$ cat src/rtl/dir_pkg.sv
package dir_pkg;

    typedef enum logic [1:0] {
        RQ_READ    = 2'd0,
        RQ_READEX  = 2'd1,
        RQ_UPGRADE = 2'd2
    } dreq_e;

    typedef enum logic [2:0] {
        MS_SHARED_DATA = 3'd0,
        MS_EXCL_DATA   = 3'd1,
        MS_UPG_ACK     = 3'd2,
        MS_NACK        = 3'd3,
        MS_INVAL       = 3'd4,
        MS_DOWNGRADE   = 3'd5
    } dmsg_e;

    typedef enum logic {
        RS_ACK      = 1'b0,
        RS_REVISION = 1'b1
    } drsp_e;

    typedef enum logic [1:0] {
        ST_IDLE,
        ST_SEND,
        ST_WAIT,
        ST_GRANT
    } dstate_e;

    // Memory word a block holds after reset.
    function automatic int unsigned reset_word(int unsigned idx);
        return idx * 37 + 5;
    endfunction

endpackage

$ cat src/rtl/dir_store.sv
module dir_store import dir_pkg::*; #(
    parameter int NUM_CACHES = 4,
    parameter int NUM_BLOCKS = 8,
    parameter int DATA_W     = 16
) (
    input  logic                          clk,
    input  logic                          rst,
    input  logic [$clog2(NUM_BLOCKS)-1:0] rd_blk,
    output logic [NUM_CACHES-1:0]         rd_pres,
    output logic                          rd_excl,
    output logic [DATA_W-1:0]             rd_data,
    input  logic [$clog2(NUM_BLOCKS)-1:0] chk_blk,
    output logic                          chk_busy,
    input  logic                          ent_we,
    input  logic [NUM_CACHES-1:0]         ent_pres,
    input  logic                          ent_excl,
    input  logic                          busy_set,
    input  logic                          busy_clr,
    input  logic                          mem_we,
    input  logic [$clog2(NUM_BLOCKS)-1:0] mem_blk,
    input  logic [DATA_W-1:0]             mem_wdata,
    output logic [NUM_BLOCKS-1:0]         busy_vec
);
    localparam int BW = $clog2(NUM_BLOCKS);

    logic [NUM_CACHES-1:0] pres_q [NUM_BLOCKS];
    logic [NUM_BLOCKS-1:0] excl_q;
    logic [NUM_BLOCKS-1:0] busy_q;
    logic [DATA_W-1:0]     mem_q  [NUM_BLOCKS];

    always_ff @(posedge clk) begin
        for (int i = 0; i < NUM_BLOCKS; i++) begin
            if (rst) begin
                pres_q[i] <= '0;
                excl_q[i] <= 1'b0;
                busy_q[i] <= 1'b0;
                mem_q[i]  <= DATA_W'(reset_word(i));
            end else begin
                if (ent_we && rd_blk == BW'(i)) begin
                    pres_q[i] <= ent_pres;
                    excl_q[i] <= ent_excl;
                end
                if (busy_set && rd_blk == BW'(i)) begin
                    busy_q[i] <= 1'b1;
                end else if (busy_clr && rd_blk == BW'(i)) begin
                    busy_q[i] <= 1'b0;
                end
                if (mem_we && mem_blk == BW'(i)) begin
                    mem_q[i] <= mem_wdata;
                end
            end
        end
    end

    assign rd_pres  = pres_q[rd_blk];
    assign rd_excl  = excl_q[rd_blk];
    assign rd_data  = mem_q[rd_blk];
    assign chk_busy = busy_q[chk_blk];
    assign busy_vec = busy_q;

endmodule

$ cat src/rtl/dir_inv_picker.sv
module dir_inv_picker #(
    parameter int NUM_CACHES = 4
) (
    input  logic [NUM_CACHES-1:0]         mask,
    output logic [$clog2(NUM_CACHES)-1:0] pick_idx,
    output logic [NUM_CACHES-1:0]         rest_mask
);
    localparam int CW = $clog2(NUM_CACHES);

    logic [NUM_CACHES-1:0] below;
    logic [NUM_CACHES-1:0] onehot;

    assign below[0] = 1'b0;

    for (genvar g = 0; g < NUM_CACHES; g++) begin : g_scan
        assign onehot[g] = mask[g] & ~below[g];
        if (g < NUM_CACHES - 1) begin : g_carry
            assign below[g+1] = below[g] | mask[g];
        end
    end

    always_comb begin
        pick_idx = '0;
        for (int i = 0; i < NUM_CACHES; i++) begin
            if (onehot[i]) pick_idx = pick_idx | CW'(i);
        end
    end

    assign rest_mask = mask & ~onehot;

endmodule

$ cat src/rtl/dir_ctrl.sv
module dir_ctrl import dir_pkg::*; #(
    parameter int NUM_CACHES = 4,
    parameter int NUM_BLOCKS = 8,
    parameter int DATA_W     = 16
) (
    input  logic                          clk,
    input  logic                          rst,
    input  logic                          req_valid,
    output logic                          req_ready,
    input  logic [1:0]                    req_kind,
    input  logic [$clog2(NUM_CACHES)-1:0] req_src,
    input  logic [$clog2(NUM_BLOCKS)-1:0] req_blk,
    output logic                          msg_valid,
    output logic [2:0]                    msg_kind,
    output logic [$clog2(NUM_CACHES)-1:0] msg_dst,
    output logic [$clog2(NUM_BLOCKS)-1:0] msg_blk,
    output logic [DATA_W-1:0]             msg_data,
    input  logic                          rsp_valid,
    input  logic                          rsp_kind,
    input  logic [$clog2(NUM_CACHES)-1:0] rsp_src,
    input  logic [$clog2(NUM_BLOCKS)-1:0] rsp_blk,
    input  logic [DATA_W-1:0]             rsp_data
);
    localparam int CW = $clog2(NUM_CACHES);
    localparam int BW = $clog2(NUM_BLOCKS);

    dstate_e               state;
    dreq_e                 cur_kind;
    dmsg_e                 cur_gkind;
    logic                  cur_dgrade;
    logic [CW-1:0]         cur_src;
    logic [BW-1:0]         cur_blk;
    logic [NUM_CACHES-1:0] send_mask;
    logic [NUM_CACHES-1:0] owe_mask;

    logic [BW-1:0]         rd_blk;
    logic [NUM_CACHES-1:0] rd_pres;
    logic                  rd_excl;
    logic [DATA_W-1:0]     rd_data;
    logic                  chk_busy;
    logic [NUM_BLOCKS-1:0] busy_vec;
    logic                  sending;

    dreq_e                 rq;
    logic [NUM_CACHES-1:0] src_bit;
    logic [NUM_CACHES-1:0] others;
    logic [NUM_CACHES-1:0] targets;
    logic                  dgrade;
    dmsg_e                 gkind;
    logic                  accept;
    logic                  reply_hit;

    logic [NUM_CACHES-1:0] base_bit;
    dreq_e                 base_kind;
    dmsg_e                 base_gkind;
    logic [NUM_CACHES-1:0] fin_pres;
    logic                  fin_excl;
    logic                  ent_we;

    logic [CW-1:0]         pick_idx;
    logic [NUM_CACHES-1:0] rest_mask;

    assign sending = (state == ST_SEND);
    assign rd_blk  = (state == ST_IDLE) ? req_blk : cur_blk;

    dir_store #(
        .NUM_CACHES(NUM_CACHES),
        .NUM_BLOCKS(NUM_BLOCKS),
        .DATA_W    (DATA_W)
    ) u_store (
        .clk      (clk),
        .rst      (rst),
        .rd_blk   (rd_blk),
        .rd_pres  (rd_pres),
        .rd_excl  (rd_excl),
        .rd_data  (rd_data),
        .chk_blk  (req_blk),
        .chk_busy (chk_busy),
        .ent_we   (ent_we),
        .ent_pres (fin_pres),
        .ent_excl (fin_excl),
        .busy_set (state == ST_IDLE && accept && targets != '0),
        .busy_clr (state == ST_GRANT),
        .mem_we   (reply_hit && rsp_kind == RS_REVISION),
        .mem_blk  (cur_blk),
        .mem_wdata(rsp_data),
        .busy_vec (busy_vec)
    );

    dir_inv_picker #(
        .NUM_CACHES(NUM_CACHES)
    ) u_picker (
        .mask     (send_mask),
        .pick_idx (pick_idx),
        .rest_mask(rest_mask)
    );

    // Decode an incoming request against the entry it addresses.
    always_comb begin
        rq      = dreq_e'(req_kind);
        src_bit = NUM_CACHES'(1) << req_src;
        others  = rd_pres & ~src_bit;
        targets = '0;
        dgrade  = 1'b0;
        gkind   = MS_EXCL_DATA;
        if (rq == RQ_READEX || rq == RQ_UPGRADE) begin
            targets = others;
            gkind   = (rq == RQ_UPGRADE && rd_pres[req_src]) ? MS_UPG_ACK : MS_EXCL_DATA;
        end else if (rd_excl && others != '0) begin
            targets = others;
            dgrade  = 1'b1;
            gkind   = MS_SHARED_DATA;
        end else begin
            gkind   = (others == '0) ? MS_EXCL_DATA : MS_SHARED_DATA;
        end
    end

    always_comb begin
        case (state)
            ST_IDLE: req_ready = 1'b1;
            ST_WAIT: req_ready = chk_busy;
            default: req_ready = 1'b0;
        endcase
    end

    assign accept    = req_valid && req_ready;
    assign reply_hit = rsp_valid && (state == ST_SEND || state == ST_WAIT) &&
                       rsp_blk == cur_blk && owe_mask[rsp_src];

    // New entry contents written when a grant is issued.
    always_comb begin
        base_bit   = (state == ST_IDLE) ? src_bit : (NUM_CACHES'(1) << cur_src);
        base_kind  = (state == ST_IDLE) ? rq : cur_kind;
        base_gkind = (state == ST_IDLE) ? gkind : cur_gkind;
        if (base_kind == RQ_READEX || base_kind == RQ_UPGRADE) begin
            fin_pres = base_bit;
            fin_excl = 1'b1;
        end else begin
            fin_pres = rd_pres | base_bit;
            fin_excl = (base_gkind == MS_EXCL_DATA);
        end
    end

    assign ent_we = (state == ST_IDLE && accept && targets == '0) || (state == ST_GRANT);

    always_ff @(posedge clk) begin
        if (rst) begin
            state      <= ST_IDLE;
            cur_kind   <= RQ_READ;
            cur_gkind  <= MS_SHARED_DATA;
            cur_dgrade <= 1'b0;
            cur_src    <= '0;
            cur_blk    <= '0;
            send_mask  <= '0;
            owe_mask   <= '0;
            msg_valid  <= 1'b0;
            msg_kind   <= '0;
            msg_dst    <= '0;
            msg_blk    <= '0;
            msg_data   <= '0;
        end else begin
            msg_valid <= 1'b0;
            case (state)
                ST_IDLE: begin
                    if (accept) begin
                        cur_kind   <= rq;
                        cur_gkind  <= gkind;
                        cur_dgrade <= dgrade;
                        cur_src    <= req_src;
                        cur_blk    <= req_blk;
                        if (targets != '0) begin
                            send_mask <= targets;
                            owe_mask  <= targets;
                            state     <= ST_SEND;
                        end else begin
                            msg_valid <= 1'b1;
                            msg_kind  <= gkind;
                            msg_dst   <= req_src;
                            msg_blk   <= req_blk;
                            msg_data  <= (gkind == MS_UPG_ACK) ? '0 : rd_data;
                        end
                    end
                end
                ST_SEND: begin
                    msg_valid <= 1'b1;
                    msg_kind  <= cur_dgrade ? MS_DOWNGRADE : MS_INVAL;
                    msg_dst   <= pick_idx;
                    msg_blk   <= cur_blk;
                    msg_data  <= '0;
                    send_mask <= rest_mask;
                    if (rest_mask == '0) state <= ST_WAIT;
                end
                ST_WAIT: begin
                    if (accept) begin
                        msg_valid <= 1'b1;
                        msg_kind  <= MS_NACK;
                        msg_dst   <= req_src;
                        msg_blk   <= req_blk;
                        msg_data  <= '0;
                    end
                    if (owe_mask == '0) state <= ST_GRANT;
                end
                default: begin
                    msg_valid <= 1'b1;
                    msg_kind  <= cur_gkind;
                    msg_dst   <= cur_src;
                    msg_blk   <= cur_blk;
                    msg_data  <= (cur_gkind == MS_UPG_ACK) ? '0 : rd_data;
                    state     <= ST_IDLE;
                end
            endcase
            if (reply_hit) begin
                owe_mask <= owe_mask & ~(NUM_CACHES'(1) << rsp_src);
            end
        end
    end

endmodule

$ cat config.mk
export PLATFORM = sky130hd
export DESIGN_NAME = dir_ctrl
export DESIGN_NICKNAME = d
export VERILOG_FILES = /design/src/rtl/dir_pkg.sv /design/src/rtl/dir_store.sv /design/src/rtl/dir_inv_picker.sv /design/src/rtl/dir_ctrl.sv
export SDC_FILE = /design/constraint.sdc
export NUM_CORES = 1
export LEC_CHECK = 0
export BUFFER_PORTS_ARGS = -buffer_cell sky130_fd_sc_hd__buf_4
export CAP_MARGIN = 20
export CELL_PAD_IN_SITES_DETAIL_PLACEMENT = 0
export CELL_PAD_IN_SITES_GLOBAL_PLACEMENT = 1
export CORE_UTILIZATION = 40
export DETAILED_ROUTE_END_ITERATION = 7
export GPL_TIMING_DRIVEN = 1
export MAX_ROUTING_LAYER = met4
export PLACE_DENSITY = 0.72
export SYNTH_ARGS = -nofsm -noshare
export SYNTH_HDL_FRONTEND = slang
export SYNTH_HIERARCHICAL = 1
export SYNTH_SLANG_ARGS = --single-unit
$ cat constraint.sdc
create_clock -name clk -period 11.4 [get_ports clk]
set_clock_uncertainty 0.2 [all_clocks]
set_input_delay 0.57 -clock clk [delete_from_list [all_inputs] [get_ports clk]]
set_output_delay 0.57 -clock clk [all_outputs]
set_load 0.005 [all_outputs]
==> insert_results.sql, run 1 <==
INSERT INTO impl_metrics (metric_group, metric, value, unit) VALUES
('outcome', 'result_of_the_run', 'finished, final reports clean', ''),
('sta', 'max_transition_viols_final', '0', ''),
('worst_setup_path', 'setup.worst_path.class', 'flip-flop to flip-flop', ''),
('power', 'ir_drop', '0.116', 'mV'),
('yosys', 'yosys.area.top_type_share', '0.438', ''),
('worst_setup_path', 'cp_data_required_time', '11.58', 'ns'),
('detailed_routing', 'total_iterations_of_the_first_detailed_routing_run', '5', ''),
('final_layout', 'design.final.nets', '934', ''),
('cts', 'cts_tree', 'done', ''),
('final_layout', 'seqCellArea', '0.00603', 'sq mm'),
('final_layout', 'areaGrowthSynthToFinish', '13.0', '%'),
('yosys', 'postSynthCellCount', '864', ''),
('yosys', 'synth.lib_cells_used.distinct', '76', ''),
('worst_setup_path', 'rrSetupSlack', '5.29', 'ns'),
('sta', 'timing.fmax', '164', 'MHz'),
('sta', 'rsz_0062_raised_after_global_routing', 'no', ''),
('floorplanning', 'core_area', '0.0270', 'sq mm'),
('yosys', 'synthesis.area', '0.0110', 'sq mm'),
('placed_design', 'post_dp_cell_area', '0.0116', 'sq mm'),
('power', 'power_leakage', '4.47', 'nW'),
('placed_design', 'place.detailed.instances', '1210', ''),
('yosys', 'most_repeated_cell_in_the_gate_level_netlist_after_synthesis', 'sky130_fd_sc_hd__edfxtp_1', ''),
('detailed_routing', 'final_antenna_net_count', '0', ''),
('final_layout', 'post-route-cell-area', '0.0124', 'sq mm'),
('sta', 'finalWorstSetupSlack', '5.29', 'ns'),
('yosys', 'postSynth.asyncResetShare', '0', ''),
('placed_design', 'numPortBuffers', '58', ''),
('detailed_routing', 'drt_wl_total', '26400', 'um'),
('placed_design', 'dp_slack', '5.35', 'ns'),
('final_layout', 'multiInputGateArea', '0.00458', 'sq mm'),
('floorplanning', 'die_height', '168', 'um'),
('yosys', 'synthTopCellsByCount', 'sky130_fd_sc_hd__edfxtp_1 (160), sky130_fd_sc_hd__and2_1 (131), sky130_fd_sc_hd__dfxtp_1 (61), sky130_fd_sc_hd__nand2_1 (45), sky130_fd_sc_hd__a21oi_1 (37)', ''),
('sta', 'tns', '0', 'ns'),
('cts', 'cts.sinks', '221', ''),
('global_route', 'vias_in_the_first_global_route', '7063', ''),
('global_route', 'grt_first_pass_wirelength', '41200', 'um'),
('final_layout', 'final_util', '0.460', ''),
('floorplanning', 'floorplan.initialDensity', '0.407', ''),
('cts', 'post_cts_setup_repair_bufs', '0', ''),
('detailed_routing', 'vias', '7053', ''),
('cts', 'ctsHoldBuffers', '0', ''),
('floorplanning', 'placementRows', '60', ''),
('hold_path', 'timing.hold.worst.start', 'req_kind[0]', ''),
('cts', 'insertion_delay', '0.52', 'ns'),
('detailed_routing', 'drc_errors', '0', ''),
('sta', 'min_period', '6.11', 'ns'),
('cts', 'cts_inserted_buffers', '25', ''),
('yosys', 'syn_area_per_cell', '12.7', 'sq um'),
('yosys', 'synth_fp_nets', '902', ''),
('final_layout', 'antenna_cells_inserted', '0', ''),
('yosys', 'ys_seq_elements', '221', ''),
('worst_setup_path', 'worstReg2RegStart', 'state[0]$_SDFFE_PP0P_', ''),
('sta', 'max_slew_margin', '0.213', ''),
('yosys', 'synth-main-ff-cell', 'sky130_fd_sc_hd__edfxtp_1', ''),
('detailed_routing', 'wl_per_cell', '21.0', 'um'),
('worst_setup_path', 'timing.critical_path.arrival', '6.30', 'ns'),
('cts', 'htreeDepth', '1', ''),
('sta', 'hold_violations', '0', ''),
('placed_design', 'dp_hpwl', '16900', 'um'),
('floorplanning', 'die_area', '0.0281', 'sq mm'),
('power', 'total_power', '2.75', 'mW'),
('final_layout', 'fill_cell_total_of_the_finished_layout', '2439', ''),
('global_route', 'globalRouteOverflowTotal', '0', ''),
('cts', 'cts-root-buf', 'sky130_fd_sc_hd__clkbuf_16', ''),
('sta', 'timing.hold.ws', '0.119', 'ns'),
('sta', 'finalCritPeriodShare', '0.536', ''),
('hold_path', 'holdCritPathClass', 'primary input to flip-flop', ''),
('yosys', 'yosys_warnings', '6', ''),
('worst_setup_path', 'cp-end-kind', 'flip-flop', ''),
('global_route', 'grt_util_all_layers', '0.195', ''),
('cts', 'count_of_instances_resized_after_the_clock_tree_is_built', '0', '');
## sequential cells by signal, summed over array words and instances (netlist names)
name / flops
cur_src: 2
state: 2
cur_dgrade: 1
msg_blk: 3
msg_data: 16
u_store/pres_q: 32
cur_gkind: 2
msg_dst: 2
u_store/excl_q: 8
u_store/busy_vec: 8
cur_blk: 3
owe_mask: 4
cur_kind: 2
msg_kind: 3
send_mask: 4
u_store/mem_q: 128
msg_valid: 1
## layer usage
layer / GRT usage / wire [um] / up-vias
met5: - / 0 / -
met4: 0.0546 / 522 / 0
met3: 0.0272 / 1170 / 42
met2: 0.304 / 12200 / 178
met1: 0.267 / 12500 / 3500
li1: - / - / 3333
## area by class of cell
class	count	area share
sequential	221	0.486
multi-input combinational	568	0.370
clock buffer	30	0.0520
timing repair buffer	65	0.0394
tap	341	0.0344
clock inverter	16	0.0138
inverter	15	0.00454
## placed cells by master, fill, tap and decap left out, types with 17 or more instances in the layout
cell and count:
sky130_fd_sc_hd__nand2_1 45, sky130_fd_sc_hd__buf_4 65, sky130_fd_sc_hd__or3_1 24, sky130_fd_sc_hd__mux4_2 24, sky130_fd_sc_hd__mux4_1 22, sky130_fd_sc_hd__a21oi_1 37
sky130_fd_sc_hd__o21ai_0 28, sky130_fd_sc_hd__mux2_2 27, sky130_fd_sc_hd__a21boi_0 17, sky130_fd_sc_hd__edfxtp_1 160, sky130_fd_sc_hd__clkbuf_16 25, sky130_fd_sc_hd__and2_1 131
sky130_fd_sc_hd__nor2_1 34, sky130_fd_sc_hd__dfxtp_1 61
## cells by family (layout without fill, tap and decap cells)
logic type,after synthesis,count (layout),share of synthesized area
fa+ha+maj,5,5,0.00570
simple gates,323,323,0.168
buf+inv,75,126,0.0343
other cells,1,1,0.000342
mux,84,84,0.140
compound gates,150,150,0.0986
flops,221,221,0.549
xor+xnor,5,5,0.00399
## final timing paths
kind / endpoint / cells past startpoint
hold / removal: cur_kind[0]$_SDFFE_PP0P_ / 3
setup reg to reg: u_store/pres_q[0][2]$_SDFFCE_PN0P_ / 15
setup / recovery: u_store/pres_q[0][2]$_SDFFCE_PN0P_ / 15
hold reg to reg: cur_dgrade$_SDFFE_PP0P_ / 2
## where the power goes
part	internal [mW]	switching (mW)	total, mW	leakage [nW]
registers	0.945	0.0535	0.999	2.04
clock network	0.474	0.324	0.798	0.402
logic	0.397	0.555	0.952	2.02
## worst max-delay path: stages, from the launching register on
cell and delay, ns:
sky130_fd_sc_hd__dfxtp_1 0.38, sky130_fd_sc_hd__inv_1 0.13, sky130_fd_sc_hd__ha_1 0.69, sky130_fd_sc_hd__mux2_2 0.65
sky130_fd_sc_hd__buf_4 0.64, sky130_fd_sc_hd__mux4_1 0.64, sky130_fd_sc_hd__mux2_2 0.33, sky130_fd_sc_hd__nor4b_1 0.46
sky130_fd_sc_hd__nor2_1 0.16, sky130_fd_sc_hd__a21oi_2 0.32, sky130_fd_sc_hd__nor2_1 0.09, sky130_fd_sc_hd__o21ai_0 0.17
sky130_fd_sc_hd__buf_4 0.23, sky130_fd_sc_hd__or3b_1 0.46, sky130_fd_sc_hd__nor2_1 0.22, sky130_fd_sc_hd__and2_1 0.17
No activity file was read; power rests on OpenSTA's default activity.
==> run 2: changes to the inputs <==
ABC_AREA = 1   (was unset)
PLACE_DENSITY = 0.8   (was 0.72)
clock period = 5.4 ns   (was 11.4 ns; I/O delays follow)
==> run 2 against run 1 <==
  * Global-route usage up 2.6 points
  * Area after synthesis up 3.1%
  * Combinational power up 120%
  * Sequential power up 110%
  * Final cell count increased by 51%
  * First-iteration DRC count is 70% higher
  * Via count rose by 32%
  * Power grew 120%
  * Non-clock buffer count increased by 34
  * Count of clock-buffer cells in the layout rose by 4
  * Core utilization up 1.0 points
  * Register-to-register slack got worse by 4.2 ns
  * Critical path type unchanged
  * Critical endpoint is now u_store/pres_q[2][2]$_SDFFCE_PN0P_
  * Largest cell class unchanged
==> insert_results.sql, run 2 <==
INSERT INTO impl_metrics (metric_group, metric, value, unit) VALUES
('yosys', 'postSynthCellCount', '1446', ''),
('placed_design', 'dp_hpwl', '19400', 'um'),
('yosys', 'synth.lib_cells_used.distinct', '43', ''),
('detailed_routing', 'total_iterations_of_the_first_detailed_routing_run', '6', ''),
('placed_design', 'gp_congestion', '0.906', ''),
('placed_design', 'numPortBuffers', '58', ''),
('sta', 'worst_slew_pin_slew', '1.03', 'ns'),
('final_layout', 'registers.top_by_ff_count', 'u_store/mem_q', ''),
('yosys', 'synthesis.area', '0.0113', 'sq mm'),
('floorplanning', 'die_area', '0.0290', 'sq mm'),
('yosys', 'postSynth.asyncResetShare', '0', ''),
('global_route', 'grt_max_degree', '65', ''),
('floorplanning', 'die_height', '170', 'um'),
('detailed_routing', 'detail_route.vias_per_cell', '4.88', ''),
('sta', 'tns', '0', 'ns'),
('final_layout', 'final_common_cell', 'sky130_fd_sc_hd__nand2_1', ''),
('yosys', 'synth-edff-count', '160', ''),
('power', 'total_power', '5.91', 'mW'),
('worst_setup_path', 'r2r_cells', '16', ''),
('sta', 'hold_violations', '0', ''),
('global_route', 'vias_in_the_first_global_route', '8687', ''),
('final_layout', 'layout_top_registers', 'u_store/mem_q x128, u_store/pres_q x32, msg_data x16', ''),
('power', 'ir_drop', '0.266', 'mV'),
('worst_setup_path', 'worstReg2RegStart', 'state[0]$_SDFFE_PP0P_', ''),
('hold_path', 'holdCritPathClass', 'primary input to flip-flop', ''),
('cts', 'insertion_delay', '0.53', 'ns'),
('detailed_routing', 'detailedRoute.firstIterationViolations', '912', ''),
('worst_setup_path', 'cp_data_required_time', '5.42', 'ns'),
('final_layout', 'areaGrowthSynthToFinish', '15.4', '%'),
('floorplanning', 'core_area', '0.0278', 'sq mm'),
('yosys', 'synthTopCellsByCount', 'sky130_fd_sc_hd__nand2_1 (634), sky130_fd_sc_hd__nor2_1 (189), sky130_fd_sc_hd__edfxtp_1 (160), sky130_fd_sc_hd__inv_1 (94), sky130_fd_sc_hd__nand3_1 (73)', ''),
('global_route', 'number_of_antenna_violations_at_the_first_check_in_global_routing', '0', ''),
('outcome', 'result_of_the_run', 'finished, final reports clean', ''),
('yosys', 'netlist_top_cells_area', 'sky130_fd_sc_hd__edfxtp_1 (42%), sky130_fd_sc_hd__nand2_1 (21%), sky130_fd_sc_hd__dfxtp_1 (11%)', ''),
('yosys', 'synth_fp_nets', '1484', ''),
('final_layout', 'design.final.nets', '1541', ''),
('cts', 'cts-root-buf', 'sky130_fd_sc_hd__clkbuf_16', ''),
('global_route', 'globalRouteOverflowTotal', '0', ''),
('sta', 'max_transition_viols_final', '0', ''),
('sta', 'timing.fmax', '229', 'MHz'),
('global_route', 'grt_util_all_layers', '0.222', ''),
('worst_setup_path', 'critPathLaunchType', 'flip-flop', ''),
('yosys', 'synth_sequential_area_ratio', '0.532', ''),
('yosys', 'syn_area_per_cell', '7.83', 'sq um'),
('worst_setup_path', 'setup.worst_path.class', 'flip-flop to flip-flop', ''),
('hold_path', 'worstHoldPathCells', '8', ''),
('final_layout', 'antenna_cells_inserted', '0', ''),
('flow_run', 'cap_viol_max_count', '0', ''),
('cts', 'count_of_instances_resized_after_the_clock_tree_is_built', '0', ''),
('power', 'power_leakage', '5.79', 'nW'),
('worst_setup_path', 'cp-end-kind', 'flip-flop', ''),
('cts', 'number_of_buffers_on_the_longest_clock_path', '3', ''),
('floorplanning', 'die_width', '170', 'um'),
('detailed_routing', 'vias', '9281', ''),
('worst_setup_path', 'r2r_end', 'u_store/pres_q[2][2]$_SDFFCE_PN0P_', ''),
('sta', 'rsz_0062_raised_after_global_routing', 'no', ''),
('detailed_routing', 'final_antenna_net_count', '0', ''),
('yosys', 'yosys.area.top_type_share', '0.424', ''),
('cts', 'cts_tree', 'done', ''),
('detailed_routing', 'drt_wl_total', '30400', 'um'),
('hold_path', 'timing.hold.worst.start', 'rsp_blk[1]', ''),
('worst_setup_path', 'timing.critical_path.arrival', '4.38', 'ns'),
('global_route', 'grt_first_pass_wirelength', '48200', 'um'),
('yosys', 'synth-main-ff-cell', 'sky130_fd_sc_hd__edfxtp_1', ''),
('cts', 'cts_inserted_buffers', '25', ''),
('floorplanning', 'placementRows', '61', ''),
('worst_setup_path', 'rrSetupSlack', '1.04', 'ns'),
('yosys', 'yosys_warnings', '6', ''),
('sta', 'setup_viol_count_final', '0', ''),
('sta', 'min_period', '4.36', 'ns'),
('final_layout', 'most_frequent_cells_in_the_layout', 'sky130_fd_sc_hd__nand2_1 (634), sky130_fd_sc_hd__nor2_1 (189), sky130_fd_sc_hd__edfxtp_1 (160)', ''),
('floorplanning', 'pin_count', '59', ''),
('final_layout', 'largest_register_ffs', '128', ''),
('sta', 'max_slew_margin', '0.313', ''),
('power', 'power.density_cell_area', '453', 'mW/mm^2'),
('final_layout', 'layoutNonFillerInstCount', '1900', ''),
('detailed_routing', 'wl_per_cell', '16.0', 'um'),
('cts', 'cts.sinks', '221', ''),
('yosys', 'most_repeated_cell_in_the_gate_level_netlist_after_synthesis', 'sky130_fd_sc_hd__nand2_1', ''),
('sta', 'finalCritPeriodShare', '0.808', ''),
('worst_setup_path', 'maximum_fanout_along_the_worst_path', '39', ''),
('placed_design', 'place.detailed.instances', '1827', ''),
('hold_path', 'hold-path-endpoint', 'owe_mask[1]$_SDFFE_PP0P_', ''),
('cts', 'clkSlewWorstSetupHoldPaths', '0.06', 'ns'),
('detailed_routing', 'drc_errors', '0', ''),
('floorplanning', 'floorplan.initialDensity', '0.407', ''),
('yosys', 'ys_seq_elements', '221', ''),
('cts', 'htreeDepth', '1', ''),
('yosys', 'synthDominantAreaCellType', 'sky130_fd_sc_hd__edfxtp_1', ''),
('final_layout', 'post_route_cells_drive_above_1_share', '0.104', '');
[run 2: cell types whose count changed in the layout (fill, tap and decap cells not counted), sizes merged, moves of 27 or more]
cell	previous run	this run
inv	17	112
nor2	35	198
dlygate4sd3	0	27
nand2	46	643
nand3	15	73
and2	132	14
mux4	46	0
mux2	27	0
[run 2: worst max-delay path by stage]
stage	depth (start not counted)	slack, ns	start	endpoint
6_report	16	1.04	state[0]$_SDFFE_PP0P_	u_store/pres_q[2][2]$_SDFFCE_PN0P_
5_1_grt	16	0.70	state[0]$_SDFFE_PP0P_	u_store/pres_q[1][3]$_SDFFCE_PN0P_
4_1_cts	16	1.06	state[0]$_SDFFE_PP0P_	u_store/pres_q[2][3]$_SDFFCE_PN0P_
3_5_place_dp	16	1.09	state[0]$_SDFFE_PP0P_	u_store/pres_q[3][2]$_SDFFCE_PN0P_
3_3_place_gp	16	1.20	state[0]$_SDFFE_PP0P_	u_store/pres_q[5][2]$_SDFFCE_PN0P_
2_1_floorplan	18	1.57	state[0]$_SDFFE_PP0P_	u_store/pres_q[0][0]$_SDFFCE_PN0P_
[run 2: per-stage QoR]
stage          cell area, sq um  hold WS [ns]  setup WS, ns  utilization
2_1_floorplan             11300         0.224          1.57            -
3_3_place_gp              11900         0.249          1.20        0.430
3_5_place_dp              12000         0.256          1.09        0.431
4_1_cts                   13100        0.0348          1.06        0.470
5_1_grt                   13100         0.142         0.701        0.470
6_report                  13100        0.0546          1.04        0.470
[run 2: area by class of cell]
cell class                      instances  area (sq um)
Tap cell                              378           473
Timing Repair Buffer                   99           831
Multi-Input combinational cell       1047          4500
Fill cell                            2788         14700
Clock buffer                           34           689
Inverter                              109           409
Sequential cell                       221          6030
Clock inverter                         12           131
[run 2: worst max-delay path, stage by stage, from the launching register on]
cell and delay (ns):
sky130_fd_sc_hd__dfxtp_1 0.45, sky130_fd_sc_hd__inv_1 0.12, sky130_fd_sc_hd__ha_1 0.26, sky130_fd_sc_hd__o21ai_4 0.17, sky130_fd_sc_hd__buf_4 0.42, sky130_fd_sc_hd__inv_2 0.33
sky130_fd_sc_hd__nand2_1 0.13, sky130_fd_sc_hd__nand2_1 0.07, sky130_fd_sc_hd__nand2_1 0.07, sky130_fd_sc_hd__nand2_1 0.06, sky130_fd_sc_hd__nand2_1 0.05, sky130_fd_sc_hd__nand2_1 0.17
sky130_fd_sc_hd__o2bb2ai_1 0.30, sky130_fd_sc_hd__nand3_1 0.16, sky130_fd_sc_hd__nand2_1 0.65, sky130_fd_sc_hd__nand3_1 0.22, sky130_fd_sc_hd__nand2_1 0.20
[run 2: repair_timing]
action                                 CTS  global route
hold buffers                            27             0
endpoints found under the hold margin  139             0
setup buffers                            0             0
[run 2: layer usage]
| metal | track usage | part of all wire | vias to the layer above |
|---|---|---|---|
| met5 | - | 0 | - |
| met4 | 0.0544 | 0.019 | 0 |
| met3 | 0.0270 | 0.064 | 42 |
| met2 | 0.344 | 0.45 | 288 |
| met1 | 0.308 | 0.47 | 4254 |
| li1 | - | - | 4697 |
[run 2: power by group]
group,switching [mW],total (mW),internal (mW)
Clock,0.698,1.70,0.998
Sequential,0.0996,2.09,1.99
Combinational,1.49,2.12,0.636
Total,2.28,5.91,3.63
[run 2: cell families (layout without fill, tap and decap cells)]
group / after synthesis / after routing / share of synthesized area
XOR/XNOR: 1 / 1 / 0.000774
AO/OA/AOI/OAI: 92 / 92 / 0.0447
flip-flops: 221 / 221 / 0.532
AND/OR/NAND/NOR: 947 / 947 / 0.343
buffers and inverters: 178 / 254 / 0.0721
multiplexers: 1 / 1 / 0.000884
adder cells (fa/ha/maj): 5 / 5 / 0.00553
other: 1 / 1 / 0.000331
